$ cat src/rtl/fp4cvt_pkg.sv
package fp4cvt_pkg;

    localparam int unsigned ELEM_W     = 4;
    localparam int unsigned ELEM_EXP_W = 2;
    localparam int unsigned ELEM_BIAS  = 1;
    localparam int unsigned HALF_W     = 16;
    localparam int unsigned HALF_EXP_W = 5;
    localparam int unsigned HALF_MAN_W = 10;
    localparam int unsigned HALF_BIAS  = 15;
    localparam int unsigned LANES      = 2;

    typedef struct packed {
        logic                  sgn;
        logic [ELEM_EXP_W-1:0] exp;
        logic                  man;
    } elem_t;

    typedef enum logic {
        OUT_IDLE = 1'b0,
        OUT_LIVE = 1'b1
    } out_state_t;

endpackage

$ cat src/rtl/e2m1_lane_decode.sv
module e2m1_lane_decode
    import fp4cvt_pkg::*;
(
    input  logic [ELEM_W-1:0] code,
    output logic [HALF_W-1:0] half
);

    localparam int unsigned REBIAS = HALF_BIAS - ELEM_BIAS;
    localparam int unsigned PAD_W  = HALF_EXP_W - ELEM_EXP_W;
    localparam int unsigned LOW_W  = HALF_MAN_W - 1;

    elem_t                  fld;
    logic [HALF_EXP_W-1:0]  h_exp;
    logic [HALF_MAN_W-1:0]  h_man;

    assign fld = elem_t'(code);

    always_comb begin
        h_exp = '0;
        h_man = '0;
        if (fld.exp == '0) begin
            // subnormal element: only 0 or 0.5, and 0.5 is normal in FP16
            if (fld.man) begin
                h_exp = HALF_EXP_W'(REBIAS);
            end
        end else begin
            h_exp = {{PAD_W{1'b0}}, fld.exp} + HALF_EXP_W'(REBIAS);
            h_man = {fld.man, {LOW_W{1'b0}}};
        end
    end

    assign half = {fld.sgn, h_exp, h_man};

endmodule

$ cat src/rtl/fp4x2_unpack.sv
module fp4x2_unpack
    import fp4cvt_pkg::*;
(
    input  logic [LANES*ELEM_W-1:0] packed_in,
    output logic [LANES*HALF_W-1:0] halves
);

    for (genvar g = 0; g < LANES; g++) begin : g_lane
        e2m1_lane_decode u_dec (
            .code (packed_in[g*ELEM_W +: ELEM_W]),
            .half (halves[g*HALF_W +: HALF_W])
        );
    end

endmodule

$ cat src/rtl/fp4x2_to_half2.sv
module fp4x2_to_half2
    import fp4cvt_pkg::*;
(
    input  logic        clk,
    input  logic        rst_n,
    input  logic        pk_valid,
    input  logic [7:0]  pk_byte,
    output logic        res_valid,
    output logic [31:0] res_word
);

    out_state_t         state_q;
    out_state_t         state_d;
    logic [31:0]        conv_w;
    logic [31:0]        word_q;

    fp4x2_unpack u_unpack (
        .packed_in (pk_byte),
        .halves    (conv_w)
    );

    // next-state: LOAD on a strobe, DRAIN otherwise
    always_comb begin
        state_d = state_q;
        unique case (state_q)
            OUT_IDLE: state_d = pk_valid ? OUT_LIVE : OUT_IDLE;
            OUT_LIVE: state_d = pk_valid ? OUT_LIVE : OUT_IDLE;
            default:  state_d = OUT_IDLE;
        endcase
    end

    always_ff @(posedge clk) begin
        if (!rst_n) begin
            state_q <= OUT_IDLE;
        end else begin
            state_q <= state_d;
        end
    end

    always_ff @(posedge clk) begin
        if (!rst_n) begin
            word_q <= '0;
        end else if (pk_valid) begin
            word_q <= conv_w;
        end
    end

    assign res_valid = (state_q == OUT_LIVE);
    assign res_word  = word_q;

    a_r6_valid_follows: assert property (@(posedge clk) disable iff (!rst_n)
        pk_valid |=> res_valid);

    a_r6_no_spurious: assert property (@(posedge clk) disable iff (!rst_n)
        !pk_valid |=> !res_valid);

    a_r7_hold_word: assert property (@(posedge clk) disable iff (!rst_n)
        !pk_valid |=> $stable(res_word));

    a_r4_sign_copy: assert property (@(posedge clk) disable iff (!rst_n)
        pk_valid |=> (res_word[15] == $past(pk_byte[3]))
                  && (res_word[31] == $past(pk_byte[7])));

    a_r8_exact_range: assert property (@(posedge clk) disable iff (!rst_n)
        res_valid |-> (res_word[8:0] == '0) && (res_word[24:16] == '0)
            && ((res_word[14:10] == 5'd0)
                || (res_word[14:10] >= 5'd14 && res_word[14:10] <= 5'd17))
            && ((res_word[30:26] == 5'd0)
                || (res_word[30:26] >= 5'd14 && res_word[30:26] <= 5'd17)));

endmodule

$ cat config.mk
export PLATFORM = sky130hd
export DESIGN_NAME = fp4x2_to_half2
export DESIGN_NICKNAME = d
export VERILOG_FILES = /design/src/rtl/fp4cvt_pkg.sv /design/src/rtl/e2m1_lane_decode.sv /design/src/rtl/fp4x2_unpack.sv /design/src/rtl/fp4x2_to_half2.sv
export SDC_FILE = /design/constraint.sdc
export NUM_CORES = 1
export LEC_CHECK = 0
export ABC_CLOCK_PERIOD_IN_PS = 1600
export BUFFER_PORTS_ARGS = -buffer_cell sky130_fd_sc_hd__clkbuf_2
export CELL_PAD_IN_SITES_DETAIL_PLACEMENT = 0
export CELL_PAD_IN_SITES_GLOBAL_PLACEMENT = 1
export CORE_ASPECT_RATIO = 0.75
export CORE_UTILIZATION = 40
export CTS_CLUSTER_SIZE = 8
export DETAILED_ROUTE_END_ITERATION = 10
export PLACE_DENSITY_LB_ADDON = 0.1
export SYNTH_ARGS = -nofsm -noshare
export SYNTH_HDL_FRONTEND = slang
export SYNTH_HIERARCHICAL = 1
export SYNTH_SLANG_ARGS = --single-unit
export TNS_END_PERCENT = 30
$ cat constraint.sdc
create_clock -name clk -period 1.6 [get_ports clk]
set_input_delay 0.16 -clock clk [delete_from_list [all_inputs] [get_ports clk]]
set_output_delay 0.16 -clock clk [all_outputs]
set_load 0.02 [all_outputs]
==> qor.txt <==
LOGIC SYNTHESIS
--------------------------------------------------------------------------------------
Simple-gate portion of the synthesized area .............................        13.7%
Gate Count Post-Synth ...................................................          139
Share of cell area taken by muxes after synthesis .......................        21.2%
Fraction of the mapped netlist area in compound gates ...................        2.32%
Synth Register Bits .....................................................           33
Synth warn ..............................................................            6
Average cell area after synthesis .......................................   10.8 sq um
Seq/Total Area, Yosys ...................................................        43.8%
Post-synthesis xor/xnor area fraction ...................................           0%
Mapped cell area ........................................................ 0.00151 sq mm
Post-synthesis adder-cell area fraction .................................           0%
Main combinational cell family by area after synthesis .................. multiplexers
Number of unique standard cell types used by synthesis ..................           11

CLOCK NETWORK
--------------------------------------------------------------------------------------
CTS tree ................................................................        built
CTS max path bufs .......................................................            2
Clock slew at the register clock pins of the worst setup and hold paths .        60 ps
Root Buffer Master ...................................................... sky130_fd_sc_hd__clkbuf_8
CTS Buf Count ...........................................................            5
Quantity of hold-fixing buffers added after cts .........................            0
Sinks on the clock net ..................................................           33
H-tree depth ............................................................            2
Number of gates resized after cts .......................................            0
Number of buffers inserted by post-CTS setup repair .....................            0
Clock insertion delay at the later pin of the skew report ...............       270 ps

FLOORPLAN
--------------------------------------------------------------------------------------
Die footprint ........................................................... 0.00402 sq mm
Starting utilization of the core area ...................................        43.8%
Row count ...............................................................           18
Chip width ..............................................................      72.9 um
Height of the chip ......................................................      55.2 um
Core area ............................................................... 0.00345 sq mm
I/O pin count ...........................................................           44

POWER AND IR DROP
--------------------------------------------------------------------------------------
Proportion of power drawn by combinational gates ........................        14.4%
Psw .....................................................................       439 uW
Share of total power in the clock network ...............................        34.8%
Cell Int Power ..........................................................      1320 uW
VDD IR-drop max .........................................................   0.000490 V
Total leakage power .....................................................  0.000838 uW
Power density of the placed cells ....................................... 1050 mW/mm^2
Switching power share of the total ......................................        25.0%
Part of the total power dissipated in sequential elements ...............        50.8%

SETUP PATH
--------------------------------------------------------------------------------------
Delay contributed by the slowest stage of the critical path .............       340 ps
Combined buffer and inverter count along the critical path ..............            1
Critical path type ......................................................      reg2out
CP Data Required Time ...................................................      1440 ps
Largest delay share family, worst path ..................................   flip-flops
Kind of start point of the critical path ................................         flop
Endpoint class of the critical path ..................................... primary output
Critical path cell sequence .............................................     clkbuf_2
Reg-to-reg slack, setup .................................................       980 ps
CP max-delay cell ....................................................... sky130_fd_sc_hd__dfxtp_1
Critical path arrival ...................................................       800 ps
Maximum fanout count along the critical path ............................            2

ROUTE
--------------------------------------------------------------------------------------
Starting DRC count in detailed routing ..................................           15
Router iterations before antenna repair .................................            2
Vias after detailed routing .............................................          892
Number of DRC violations after detailed routing .........................            0
Routed length on met3 ...................................................       194 um
Detailed-route wire length per cell .....................................      10.0 um
Via-per-instance ratio ..................................................         4.04
Top layer reached by signal wires .......................................         met4
Routed WL ...............................................................      2.22 mm
M1 wire length ..........................................................      1.02 mm
Routed length on met2 ...................................................       959 um
Antenna-violating nets left .............................................            0

GLOBAL ROUTING
--------------------------------------------------------------------------------------
Initial antenna violation count .........................................            0
Maximum number of pins on one net before global-route repair ............           34
Global-route wire length before repair ..................................      3.40 mm
Tot GR Track Use ........................................................        12.1%
Grt ovf .................................................................            0
Vias in the first global route ..........................................          771

WORST HOLD PATH
--------------------------------------------------------------------------------------
Worst min-delay path category ...........................................       in2reg

RUN
--------------------------------------------------------------------------------------
Number of max-cap violations ............................................            0

FINISH
--------------------------------------------------------------------------------------
Area of all placed cells without fillers ................................ 0.00167 sq mm
Final layout net count ..................................................          182
Most used cells in the layout excluding fill and tap cells .............. sky130_fd_sc_hd__clkbuf_2, sky130_fd_sc_hd__dfxtp_1, sky130_fd_sc_hd__mux2i_1, sky130_fd_sc_hd__nor2b_1, sky130_fd_sc_hd__conb_1
Leading cell type in the layout, fill and taps excluded ................. sky130_fd_sc_hd__clkbuf_2
Synth-to-Final Area Change ..............................................        11.0%
Total inserted antenna cells ............................................            0
Share of post-route cells with drive strength above 1 ...................        29.2%

PLACE
--------------------------------------------------------------------------------------
Cell area after placement ............................................... 0.00159 sq mm
Half-perimeter wire length after detailed placement .....................      1.47 mm
Weighted congestion reported at the end of routability-driven placement .        0.628
I/O Buffers .............................................................           43

STA
--------------------------------------------------------------------------------------
Post-Route Setup TNS ....................................................         0 ps
Hold Vio Cnt, Final .....................................................            0
Endpoints failing setup .................................................            0
Time the final worst path needs with I/O delays and setup ...............       960 ps
Final slew viol count ...................................................            0
RSZ-0062 raised after global routing ....................................           no
F_max ...................................................................     1040 MHz
Final worst path period share ...........................................        60.0%
Clk_skew ................................................................         0 ps

OUTCOME
--------------------------------------------------------------------------------------
Status .................................................................. finished clean

[stage by stage]
stage	hold WS, ps	setup WS [ps]	total power, uW	instances	util [%]
global route	144	586	1850	221	48.6
finish	142	640	1760	221	48.6
floorplan	288	843	1150	155	-
global placement	422	704	1160	214	46.1
detailed placement	430	674	1170	214	46.1
CTS	139	621	1790	221	48.6
[per-layer routing]
layer	vias to the layer above	track usage, %
met2	29	18.4
met4	0	9.80
met5	-	0
li1	463	-
met3	7	5.25
met1	393	13.4
[area by class of cell]
type / instances / area (sq um)
Multi-Input combinational cell: 87 / 629
Timing Repair Buffer: 44 / 235
Tap cell: 50 / 62.6
Sequential cell: 33 / 661
Fill cell: 316 / 1770
Clock buffer: 7 / 86.3
[cells in the mapped netlist]
master                     count  share of area, %
sky130_fd_sc_hd__dfxtp_1      33                44
sky130_fd_sc_hd__mux2i_1      32                21
sky130_fd_sc_hd__nor2b_1      32                13
sky130_fd_sc_hd__buf_4        24                12
sky130_fd_sc_hd__clkbuf_1      7               1.7
sky130_fd_sc_hd__buf_12        3               4.0
sky130_fd_sc_hd__conb_1        2              0.50
sky130_fd_sc_hd__o21a_1        2               1.0
sky130_fd_sc_hd__o21ba_1       2               1.3
sky130_fd_sc_hd__and2_1        1              0.42
sky130_fd_sc_hd__buf_6         1              0.75
[cells by family (layout without fill, tap and decap cells)]
family | Yosys count | after routing
AO/OA/AOI/OAI | 4 | 4
buffers and inverters | 35 | 51
flip-flops | 33 | 33
multiplexers | 32 | 32
other | 2 | 18
AND/OR/NAND/NOR | 33 | 33
[worst paths after layout]
kind	from	depth (start not counted)	to
worst min register to register	res_word[2]	2	res_word[2]
worst max register to register	res_word[24]	2	res_word[24]
worst max-delay path	res_word[29]	1	res_word[29]
worst min-delay path	pk_byte[7]	3	res_word[31]
[sequential cells by signal, indices dropped and copies added (netlist names)]
register and cells:
res_valid 1, res_word 32
[power by group through the flow]
stage	clock [uW]	sequential [uW]	combinational (uW)
final	612	893	253
after global routing	679	899	276
after CTS	639	894	256
after global placement	0	911	250
after detailed placement	0	912	254
after floorplan	0	969	178
Power figures use the tool's default switching activity.
